[config.mk]
export PLATFORM = sky130hd
export DESIGN_NAME = temp_alert_filter
export DESIGN_NICKNAME = d
export VERILOG_FILES = /design/src/rtl/temp_alert_pkg.sv /design/src/rtl/temp_alert_regs.sv /design/src/rtl/temp_alert_chan.sv /design/src/rtl/temp_alert_filter.sv
export SDC_FILE = /design/constraint.sdc
export NUM_CORES = 1
export LEC_CHECK = 0
export BUFFER_PORTS_ARGS = -buffer_cell sky130_fd_sc_hd__buf_2
export CAP_MARGIN = 20
export CORE_MARGIN = 3
export CORE_UTILIZATION = 45
export CTS_CLUSTER_SIZE = 28
export DETAILED_ROUTE_END_ITERATION = 10
export GPL_TIMING_DRIVEN = 0
export PLACE_DENSITY_LB_ADDON = 0.05
export SETUP_SLACK_MARGIN = 0.5
export SLEW_MARGIN = 10
export SYNTH_ARGS = -nofsm -noshare
export SYNTH_HDL_FRONTEND = slang
export SYNTH_SLANG_ARGS = --single-unit
[constraint.sdc]
create_clock -name clk_i -period 4.3 [get_ports clk_i]
set_input_delay 0.645 -clock clk_i [delete_from_list [all_inputs] [get_ports clk_i]]
set_output_delay 0.645 -clock clk_i [all_outputs]
set_load 0.005 [all_outputs]
[src/rtl/temp_alert_pkg.sv]
package temp_alert_pkg;
  localparam int NUM_CH = 2;
  localparam int ST_W   = 7;
  localparam logic [7:0] A_HYST   = 8'h08;
  localparam logic [7:0] A_MASK   = 8'h09;
  localparam logic [7:0] A_MODE   = 8'h0A;
  localparam logic [7:0] A_STATUS = 8'h0B;
  localparam logic [7:0] A_CFG    = 8'h22;
  localparam logic [7:0] CFG_RST  = 8'h70;

  function automatic logic [2:0] cnt_limit(input logic [2:0] code);
    case (code)
      3'b001:  cnt_limit = 3'd2;
      3'b011:  cnt_limit = 3'd3;
      3'b111:  cnt_limit = 3'd4;
      default: cnt_limit = 3'd1;
    endcase
  endfunction
endpackage

[src/rtl/temp_alert_regs.sv]
module temp_alert_regs
  import temp_alert_pkg::*;
#(
  parameter int FRAC = 3,
  localparam int TW  = 8 + FRAC
) (
  input  logic                         clk_i,
  input  logic                         rst_ni,
  input  logic                         wr_i,
  input  logic [7:0]                   addr_i,
  input  logic [7:0]                   wdata_i,
  input  logic [ST_W-1:0]              status_i,
  output logic [7:0]                   rdata_o,
  output logic [NUM_CH-1:0][TW-1:0]    hi_lim_o,
  output logic [NUM_CH-1:0][TW-1:0]    lo_lim_o,
  output logic [7:0]                   hyst_o,
  output logic [NUM_CH-1:0]            mask_o,
  output logic                         comp_mode_o,
  output logic [2:0]                   cnt_code_o
);
  localparam int NLIM = 4 * NUM_CH;
  localparam logic [7:0] FRAC_MSK = ~(8'hFF >> FRAC);
  localparam logic [7:0] NLIM_B   = 8'(NLIM);

  logic [7:0]        lim_q [NLIM];
  logic [7:0]        hyst_q, cfg_q;
  logic [NUM_CH-1:0] mask_q;
  logic              mode_q;

  always_ff @(posedge clk_i or negedge rst_ni) begin
    if (!rst_ni) begin
      for (int i = 0; i < NLIM; i++) lim_q[i] <= (i % 4 == 0) ? 8'h55 : 8'h00;
      hyst_q <= 8'h0A;
      cfg_q  <= CFG_RST;
      mask_q <= '0;
      mode_q <= 1'b0;
    end else if (wr_i) begin
      if (addr_i < NLIM_B)
        lim_q[addr_i[$clog2(NLIM)-1:0]] <= addr_i[0] ? (wdata_i & FRAC_MSK) : wdata_i;
      else begin
        case (addr_i)
          A_HYST: hyst_q <= wdata_i;
          A_MASK: mask_q <= wdata_i[NUM_CH-1:0];
          A_MODE: mode_q <= wdata_i[0];
          A_CFG:  cfg_q  <= wdata_i;
          default: ;
        endcase
      end
    end
  end

  for (genvar c = 0; c < NUM_CH; c++) begin : g_lim
    assign hi_lim_o[c] = {lim_q[4*c],   lim_q[4*c+1][7 -: FRAC]};
    assign lo_lim_o[c] = {lim_q[4*c+2], lim_q[4*c+3][7 -: FRAC]};
  end

  assign hyst_o      = hyst_q;
  assign mask_o      = mask_q;
  assign comp_mode_o = mode_q;
  assign cnt_code_o  = cfg_q[2:0];

  always_comb begin
    rdata_o = 8'h00;
    if (addr_i < NLIM_B) rdata_o = lim_q[addr_i[$clog2(NLIM)-1:0]];
    else begin
      case (addr_i)
        A_HYST:   rdata_o = hyst_q;
        A_MASK:   rdata_o = 8'(mask_q);
        A_MODE:   rdata_o = {7'd0, mode_q};
        A_STATUS: rdata_o = 8'(status_i);
        A_CFG:    rdata_o = cfg_q;
        default:  rdata_o = 8'h00;
      endcase
    end
  end
endmodule

[src/rtl/temp_alert_chan.sv]
module temp_alert_chan #(
  parameter int TW = 11,
  parameter int FRAC = 3
) (
  input  logic          clk_i,
  input  logic          rst_ni,
  input  logic          conv_i,
  input  logic [TW-1:0] temp_i,
  input  logic [TW-1:0] hi_i,
  input  logic [TW-1:0] lo_i,
  input  logic [7:0]    hyst_i,
  input  logic          fault_i,
  input  logic          comp_i,
  input  logic [2:0]    limit_i,
  output logic          qual_o,
  output logic          ev_hi_o,
  output logic          ev_lo_o,
  output logic          active_o,
  output logic [2:0]    cnt_o
);
  logic [2:0]  cnt_q;
  logic        act_q;
  logic        ev, reach, release_ok;
  logic [3:0]  cnt_inc;
  logic [TW:0] rel_sum;

  assign ev_hi_o    = temp_i > hi_i;
  assign ev_lo_o    = temp_i <= lo_i;
  assign ev         = comp_i ? ev_hi_o : (ev_hi_o | ev_lo_o | fault_i);
  assign cnt_inc    = {1'b0, cnt_q} + 4'd1;
  assign reach      = cnt_inc >= {1'b0, limit_i};
  // reading + hysteresis < high  <=>  reading < high - hysteresis, no underflow
  assign rel_sum    = {1'b0, temp_i} + (TW + 1)'({hyst_i, {FRAC{1'b0}}});
  assign release_ok = rel_sum < {1'b0, hi_i};
  assign qual_o     = conv_i & ~comp_i & ev & reach;

  always_ff @(posedge clk_i or negedge rst_ni) begin
    if (!rst_ni) begin
      cnt_q <= '0;
      act_q <= 1'b0;
    end else if (conv_i) begin
      if (!comp_i) begin
        if (!ev || reach) cnt_q <= '0;
        else              cnt_q <= cnt_inc[2:0];
      end else if (act_q) begin
        if (release_ok) begin
          act_q <= 1'b0;
          cnt_q <= '0;
        end
      end else if (ev) begin
        cnt_q <= cnt_inc[2:0];
        if (reach) act_q <= 1'b1;
      end else begin
        cnt_q <= '0;
      end
    end
  end

  assign active_o = act_q;
  assign cnt_o    = cnt_q;
endmodule

[src/rtl/temp_alert_filter.sv]
module temp_alert_filter
  import temp_alert_pkg::*;
#(
  parameter int FRAC = 3,
  localparam int TW  = 8 + FRAC
) (
  input  logic            clk_i,
  input  logic            rst_ni,
  input  logic            conv_valid_i,
  input  logic [TW-1:0]   int_temp_i,
  input  logic [TW-1:0]   ext_temp_i,
  input  logic            ext_fault_i,
  input  logic            reg_wr_i,
  input  logic            reg_rd_i,
  input  logic [7:0]      reg_addr_i,
  input  logic [7:0]      reg_wdata_i,
  output logic [7:0]      reg_rdata_o,
  output logic [ST_W-1:0] status_o,
  output logic            alert_no
);
  logic [NUM_CH-1:0][TW-1:0] hi_lim, lo_lim, temp_v;
  logic [NUM_CH-1:0]         mask, fault_v, qual, ev_hi, ev_lo, active, alert_src;
  logic [NUM_CH-1:0][2:0]    cnt;
  logic [7:0]                hyst;
  logic                      comp_mode, rd_clr;
  logic [2:0]                cnt_code, limit;
  logic [ST_W-1:0]           st_q, st_set;
  logic [2:0]                cnt_int, cnt_ext;

  temp_alert_regs #(.FRAC(FRAC)) u_regs (
    .clk_i, .rst_ni,
    .wr_i(reg_wr_i), .addr_i(reg_addr_i), .wdata_i(reg_wdata_i),
    .status_i(status_o), .rdata_o(reg_rdata_o),
    .hi_lim_o(hi_lim), .lo_lim_o(lo_lim), .hyst_o(hyst),
    .mask_o(mask), .comp_mode_o(comp_mode), .cnt_code_o(cnt_code)
  );

  assign limit   = cnt_limit(cnt_code);
  assign temp_v  = {ext_temp_i, int_temp_i};
  assign fault_v = {ext_fault_i, 1'b0};

  for (genvar c = 0; c < NUM_CH; c++) begin : g_ch
    temp_alert_chan #(.TW(TW), .FRAC(FRAC)) u_chan (
      .clk_i, .rst_ni,
      .conv_i(conv_valid_i), .temp_i(temp_v[c]),
      .hi_i(hi_lim[c]), .lo_i(lo_lim[c]), .hyst_i(hyst),
      .fault_i(fault_v[c]), .comp_i(comp_mode), .limit_i(limit),
      .qual_o(qual[c]), .ev_hi_o(ev_hi[c]), .ev_lo_o(ev_lo[c]),
      .active_o(active[c]), .cnt_o(cnt[c])
    );
  end

  assign cnt_int = cnt[0];
  assign cnt_ext = cnt[1];

  assign st_set = {qual[1] & ext_fault_i, qual[1] & ev_lo[1], qual[1] & ev_hi[1],
                   qual[0] & ev_lo[0], qual[0] & ev_hi[0], qual};
  assign rd_clr = reg_rd_i && (reg_addr_i == A_STATUS) && !comp_mode;

  always_ff @(posedge clk_i or negedge rst_ni) begin
    if (!rst_ni) st_q <= '0;
    else         st_q <= (rd_clr ? '0 : st_q) | st_set;
  end

  assign status_o  = comp_mode ? ST_W'(active) : st_q;
  assign alert_src = comp_mode ? active : st_q[NUM_CH-1:0];
  assign alert_no  = ~|(alert_src & ~mask);
endmodule

==> flow_metrics.tcl, run 1 <==
set metrics [dict create \
    status "complete, no violations" \
    synth_cells 722 \
    synth_top_area_share_pct 30.7 \
    clkPwrFrac_pct 34.3 \
    grt_util_met1_pct 38.0 \
    cts_max_level 3 \
    dr_total_vias 5894 \
    hold_viol 0 \
    dr.first_iter.drc_count 398 \
    path_cells "inv_1 -> fa_1 -> nor2b_1 -> o31a_1 -> o21a_1 -> nor2_1 -> xnor2_1 -> ha_1 -> a211oi_1 -> o21ai_0 -> a211oi_1 -> a41oi_2 -> o21bai_1 -> o211ai_1" \
    p_total_uw 2460 \
    r2r_setup_slack_ns 0.76 \
    worstSkewPairLatency_ns 0.36 \
    yosysWarnings 0 \
    clkSlewWorstSetupHoldPaths_ns 0.07 \
    powerDensity_mw_per_mm2 316 \
    die-height_um 130 \
    regToRegStartpoint "u_regs.hyst_o[1]" \
    syn_nets 852 \
    synth_edf_count 0 \
    area_delta_synth_final_pct 12.1 \
    gr-total-overflow 0 \
    grt_pass1_wl_um 33700 \
    viasPerCell 6.05 \
    async_flop_share_pct 100 \
    cp_slowest_cell "dfstp_2" \
    p_leak_uw 0.00380 \
    clock_sinks 98 \
    met2_usage_pct 41.7 \
    slew_viol_final 0 \
    grt_util_met3_pct 3.72 \
    worst-setup-path-type "flop to flop" \
    grt_use_total_pct 26.7 \
    die_width_um 130 \
    cp-end-kind "flop" \
    finalNonFillerCells 975 \
    routedWlPerCell_um 22.0 \
    dp.final_hpwl_um 17200 \
    synth_area_mm2 0.00693 \
    crit_cells 14 \
    place_inst 959 \
    synth.yosys.seq_area_share_pct 35.6 \
    pwr-share-comb_pct 23.3 \
    cts_tree "yes" \
    cpPeakStageDelay_ns 0.60 \
    peakVddDrop_mv 0.214 \
    synth_common_cells "85 x dfrtp_1, 84 x ha_1, 62 x nand2_1" \
    tightest_slew_ns 0.900 \
    relSlewSlack_pct 38.4 \
    postCtsSetupBuffers 0 \
    netSwitchingFraction_pct 31.7 \
    synthFlopType "dfrtp_1" \
    busiest_layer "met2" \
    min_period_over_period_pct 82.2 \
    required_ns 4.57 \
    p_seq_share_pct 42.4 \
    hold_buffers 0 \
    die-area_mm2 0.0169 \
    setup_tns_ns 0 \
    internal_power_uw 1680 \
    antenna_found_initial 0 \
    reg2reg_depth 14 \
    core-area_mm2 0.0148 \
    yosysTopAreaCell "dfrtp_1" \
    routed_wl_um 21500 \
    path_buf_inv 1 \
    worstPathArrival_ns 3.81 \
    cp_common_cell "a211oi_1" \
    skew_ns 0.00747 \
    p_switching_uw 779 \
    start_util_pct 46.8 \
    r2r_end "g_ch[0].u_chan.cnt_o[2]" \
    rows 44 \
    maxCapViolCount 0 \
    io-pin-count 60 \
    rsz0062_at_grt "no" \
    gp_congestion 0.941 \
    clockRootBuffer "clkbuf_16" \
    synth_cell_types 65 \
    clockBufferDepth 2 \
    fin_crit_ns 3.54 \
    hold_path_class "input pin to async pin" \
    ant_nets 0 \
    cts-resized-gates 0 \
    syn_avg_cell_area_um2 9.60 \
    nNetsFinal 916 \
    drive_gt1_share_pct 17.6 \
    cp_top_family "compound AO/OA/AOI/OAI gates" \
    drc 0 \
    synth_most_common_cell "dfrtp_1" \
    grt_start_max_net_pins 53 \
    drtPass1Iterations 5 \
    crit_fanout 5 \
    cts-buffers-inserted 9 \
    fmax_ghz 0.283 \
    numPortBuffers 52 \
    setup_viol 0 \
    antenna_cells 0 \
    start_kind "flop" \
    grt_pass1_vias 5813 \
    ys_seq_elements 98 \
    yosys-top-cells-area "dfrtp_1 31%, ha_1 15%, dfstp_2 4.9%, nand2_1 3.4%, inv_1 3.2%" \
]
==> state kept, by name, indices dropped and copies added, names as in the netlist <==
signal,flops
u_regs.cfg_q,8
g_ch.u_chan.cnt_o,6
u_regs.comp_mode_o,1
u_regs.mask_o,2
u_regs.hi_lim_o,22
u_regs.lim_q,20
st_q,7
g_ch.u_chan.active_o,2
u_regs.lo_lim_o,22
u_regs.hyst_o,8
==> cells in the final DEF (no fill, tap or decap), types with 13 or more instances in the layout <==
cell      synthesis  layout
dfrtp_1          85      85
ha_1             84      84
buf_2            12      63
nand2_1          62      62
inv_1            59      59
o21ai_0          40      40
a21oi_1          37      37
nor2_1           32      32
nor2b_1          29      29
o21ai_1          27      27
mux2_2           18      18
mux2_1           17      17
nand3_1          13      13
a221oi_1         13      13
dfstp_2          13      13
==> layout make-up <==
cell class                 count  area [um2]
buffer                        24         136
clock buffer                  10         229
clock inverter                 6        78.8
fill                        1403        7050
inverter                      59         221
multi-input combinational    541        4110
sequential                    98        2470
tap                          184         230
timing repair buffer          53         290
==> through the flow <==
| step | hold WS (ns) | cell area [um2] | setup slack, ns | util, % |
|---|---|---|---|---|
| finish | 0.320 | 7760 | 0.764 | 52.4 |
| global route | 0.381 | 7760 | 0.515 | 52.4 |
| CTS | 0.353 | 7760 | 0.766 | 52.4 |
| detailed placement | 0.461 | 7450 | 0.514 | 50.3 |
| global placement | 0.461 | 7420 | 0.518 | 50.1 |
| floorplan | 0.349 | 6930 | 0.941 | - |
==> worst max path at each step <==
stage	from	to	slack [ns]
final	u_regs.hyst_o[1]	g_ch[0].u_chan.cnt_o[2]	0.76
after global routing	u_regs.hyst_o[1]	g_ch[0].u_chan.cnt_o[2]	0.51
after CTS	u_regs.hyst_o[1]	g_ch[1].u_chan.cnt_o[2]	0.77
after detailed placement	ext_temp_i[4]	g_ch[1].u_chan.cnt_o[2]	0.51
after global placement	int_temp_i[3]	g_ch[0].u_chan.cnt_o[2]	0.52
after floorplan	ext_temp_i[4]	g_ch[1].u_chan.cnt_o[2]	0.94
==> power groups by stage <==
stage / Sequential (uW) / Clock (uW) / Combinational [uW]
after floorplan: 1030 / 0 / 386
after global placement: 1060 / 0 / 548
after detailed placement: 1060 / 0 / 571
after CTS: 1040 / 855 / 575
after global routing: 1050 / 894 / 653
final: 1040 / 843 / 572
==> routing by layer <==
metal | vias to the layer above | wire length (um) | part of all wire (%)
li1 | 2762 | - | -
met1 | 2907 | 10000 | 47
met2 | 189 | 9750 | 45
met3 | 36 | 1120 | 5.2
met4 | 0 | 573 | 2.7
met5 | - | 0 | 0
==> cell families after synthesis <==
kind of cell	Yosys count	share of synthesized area (%)
and+or+nand+nor	202	16.2
AOI/OAI and AO/OA	197	18.8
DFF	98	35.6
adders and majority gates	86	15.7
buffers and inverters	83	5.17
muxes	44	6.99
xor gates and xnor gates	12	1.52
(Power assumes the default switching activity.)
==> inputs of run 2 (changes only) <==
--- a/config.mk
+++ b/config.mk
@@ -5,6 +5,7 @@
 export SDC_FILE = /design/constraint.sdc
 export NUM_CORES = 1
 export LEC_CHECK = 0
+export ABC_AREA = 1
 export BUFFER_PORTS_ARGS = -buffer_cell sky130_fd_sc_hd__buf_2
 export CAP_MARGIN = 20
 export CORE_MARGIN = 3
==> constraint.sdc (replaced) <==
create_clock -name clk_i -period 3.1 [get_ports clk_i]
set_input_delay 0.465 -clock clk_i [delete_from_list [all_inputs] [get_ports clk_i]]
set_output_delay 0.465 -clock clk_i [all_outputs]
set_load 0.005 [all_outputs]
==> run 2 against run 1 <==
Area after synthesis fell by 1.2%. Register-to-register slack got worse by 0.44 ns. Cell count rose by 21%. Final area is 3.4% higher. Fmax up 27%. Sequential cell count did not move. Non-clock buffer count is 11 higher. Critical path depth increased by 4. Clock skew grew 0.0026 ns. Clock power rose by 39%. Synthesized cell count increased by 25%. Via count rose by 4.6%. Critical path type unchanged.
==> flow_metrics.tcl, run 2 <==
set metrics [dict create \
    rsz0062_at_grt "yes" \
    setup_viol 0 \
    numPortBuffers 57 \
    grt_pass1_wl_um 31700 \
    synth_common_cells "229 x nand2_1, 168 x inv_1, 85 x dfrtp_1" \
    relSlewSlack_pct 67.6 \
    synth_compound_gate_area_share_pct 14.4 \
    yosys.area_share.simple_pct 21.5 \
    die_width_um 129 \
    dr.first_iter.drc_count 547 \
    worst-setup-path-type "flop to flop" \
    crit_fanout 4 \
    yosysWarnings 0 \
    synthXorXnorAreaFrac_pct 1.66 \
    routed_wl_um 21100 \
    clockRootBuffer "clkbuf_16" \
    gr-total-overflow 0 \
    dp.final_hpwl_um 16100 \
    place_inst 1144 \
    die-area_mm2 0.0167 \
    finalNonFillerCells 1177 \
    timing.hold.ws_ns 0.334 \
    peakVddDrop_mv 0.286 \
    antenna_found_initial 0 \
    ys_seq_elements 98 \
    routedWlPerCell_um 17.9 \
    slew_viol_final 0 \
    yosysTopAreaCell "dfrtp_1" \
    synth_area_mm2 0.00685 \
    preCtsSetupSlack_ns -0.151 \
    final_common_cell "nand2_1" \
    cts_tree "yes" \
    synth.yosys.seq_area_share_pct 36.1 \
    async_flop_share_pct 100 \
    nNetsFinal 1118 \
    dr_total_vias 6163 \
    start_util_pct 46.6 \
    fmax_ghz 0.361 \
    yosys-top-cells-area "dfrtp_1 31%, ha_1 15%, nand2_1 13%, inv_1 9.2%, o21ai_0 6.1%" \
    clkSlewWorstSetupHoldPaths_ns 0.07 \
    synth_top_area_share_pct 31.1 \
    synth_cell_types 41 \
    start_kind "flop" \
    status "complete, no violations" \
    min_period_over_period_pct 89.5 \
    final_cell_mix "218 x nand2_1, 164 x inv_1, 83 x dfrtp_1" \
    gp_congestion 0.940 \
    maxCapViolCount 0 \
    hold_path_class "input pin to flop" \
    synth_cells 902 \
    viasPerCell 5.24 \
    drtPass1Iterations 5 \
    worstPathArrival_ns 3.07 \
    area_delta_synth_final_pct 17.2 \
    cp-end-kind "flop" \
    cts-buffers-inserted 9 \
    required_ns 3.39 \
    syn_avg_cell_area_um2 7.59 \
    synth_edf_count 0 \
    synth_adder_area_share_pct 15.9 \
    rows 44 \
    skew_ns 0.0100 \
    die-height_um 129 \
    grt_start_max_net_pins 79 \
    syn_nets 1032 \
    synthFlopType "dfrtp_1" \
    synth.area.mux_share_pct 0 \
    tightest_slew_ns 0.480 \
    p_leak_uw 0.00424 \
    io-pin-count 60 \
    fin_crit_ns 2.77 \
    antenna_cells 0 \
    synth_most_common_cell "nand2_1" \
    core-area_mm2 0.0147 \
    cts_max_level 3 \
    grt_pass1_vias 5614 \
    ant_nets 0 \
    hold_viol 0 \
    synth_top_family_by_area "simple AND/OR/NAND/NOR gates" \
    drc 0 \
    setup_ws_ns 0.327 \
    powerDensity_mw_per_mm2 469 \
    grt_use_total_pct 25.5 \
    clock_sinks 98 \
    worstSkewPairLatency_ns 0.36 \
    setup_tns_ns 0 \
    drive_gt1_share_pct 16.2 \
    clockBufferDepth 2 \
]
run 2: cell types whose count changed in the layout (fill, tap and decap cells not counted), sizes merged, moves of 21 or more:
cell / change
nand3: +21
nand2: +168
nor2: +26
nor2b: -29
inv: +110
mux2: -35
o22ai: +24
run 2: layout make-up:
| type | count | area (um2) |
|---|---|---|
| Inverter | 170 | 642 |
| Buffer | 13 | 78.8 |
| Timing Repair Buffer | 75 | 465 |
| Clock inverter | 6 | 66.3 |
| Fill cell | 1457 | 6670 |
| Sequential cell | 98 | 2470 |
| Clock buffer | 10 | 239 |
| Tap cell | 184 | 230 |
| Multi-Input combinational cell | 621 | 3830 |
run 2: critical path: stages (launching register included):
cell and delay [ns]:
dfrtp_2 0.41, buf_12 0.12, ha_4 0.13, inv_2 0.04, fa_2 0.39, o21ai_4 0.21
a21oi_1 0.09, o21ai_1 0.15, xor2_1 0.19, ha_1 0.27, a21oi_1 0.16, nand2_2 0.09
nand2_2 0.08, nand2_4 0.09, nand2_4 0.08, nand2_4 0.06, inv_2 0.06, nand2_1 0.05
nand2_1 0.05
run 2: cells by family (layout without fill, tap and decap cells):
kind of cell	Yosys count	in the layout
AOI/OAI and AO/OA	173	173
DFF	98	98
xor gates and xnor gates	13	13
adders and majority gates	86	86
and+or+nand+nor	349	349
buffers and inverters	183	274
run 2: routing by layer:
layer  routed length, um  up-vias  track usage (%)
met5                   0        -                0
met4                 420        0             7.66
met3                1060       27             3.30
met2                9940      180             41.0
met1                9630     2853             36.1
li1                    -     3103                -
run 2: power breakdown:
| group | internal (uW) | total [uW] | switching, uW |
|---|---|---|---|
| Sequential | 1420 | 1520 | 99.7 |
| Clock | 650 | 1170 | 522 |
| Combinational | 415 | 1080 | 663 |
run 2: worst paths after layout:
| kind | endpoint | start | slack [ns] | cells past startpoint |
|---|---|---|---|---|
| min in group asynchronous | u_regs.hi_lim_o[17] | rst_ni | 0.53 | 2 |
| worst max register to register | g_ch[0].u_chan.cnt_o[0] | u_regs.hyst_o[0] | 0.33 | 18 |
| max in group asynchronous | u_regs.cfg_q[4] | rst_ni | 1.89 | 3 |
| worst min-delay path | st_q[6] | ext_fault_i | 0.33 | 3 |
| worst min register to register | u_regs.hi_lim_o[5] | u_regs.hi_lim_o[5] | 0.49 | 2 |
| worst max-delay path | g_ch[0].u_chan.cnt_o[0] | u_regs.hyst_o[0] | 0.33 | 18 |
run 2: per-stage QoR:
stage	instance area, um2	utilization (%)	total power (uW)
global placement	7360	50.1	2520
finish	8030	54.6	3770
floorplan	6850	-	2190
CTS	7840	53.3	3720
global route	8030	54.6	4010
detailed placement	7400	50.3	2540
run 2: timing repair:
action,in CTS,in global routing
pin swaps,11,17
hold buffers,1,0
endpoints found under the hold margin,12,0
resized for setup,17,35
setup buffers,11,5
setup endpoints to repair,8,15
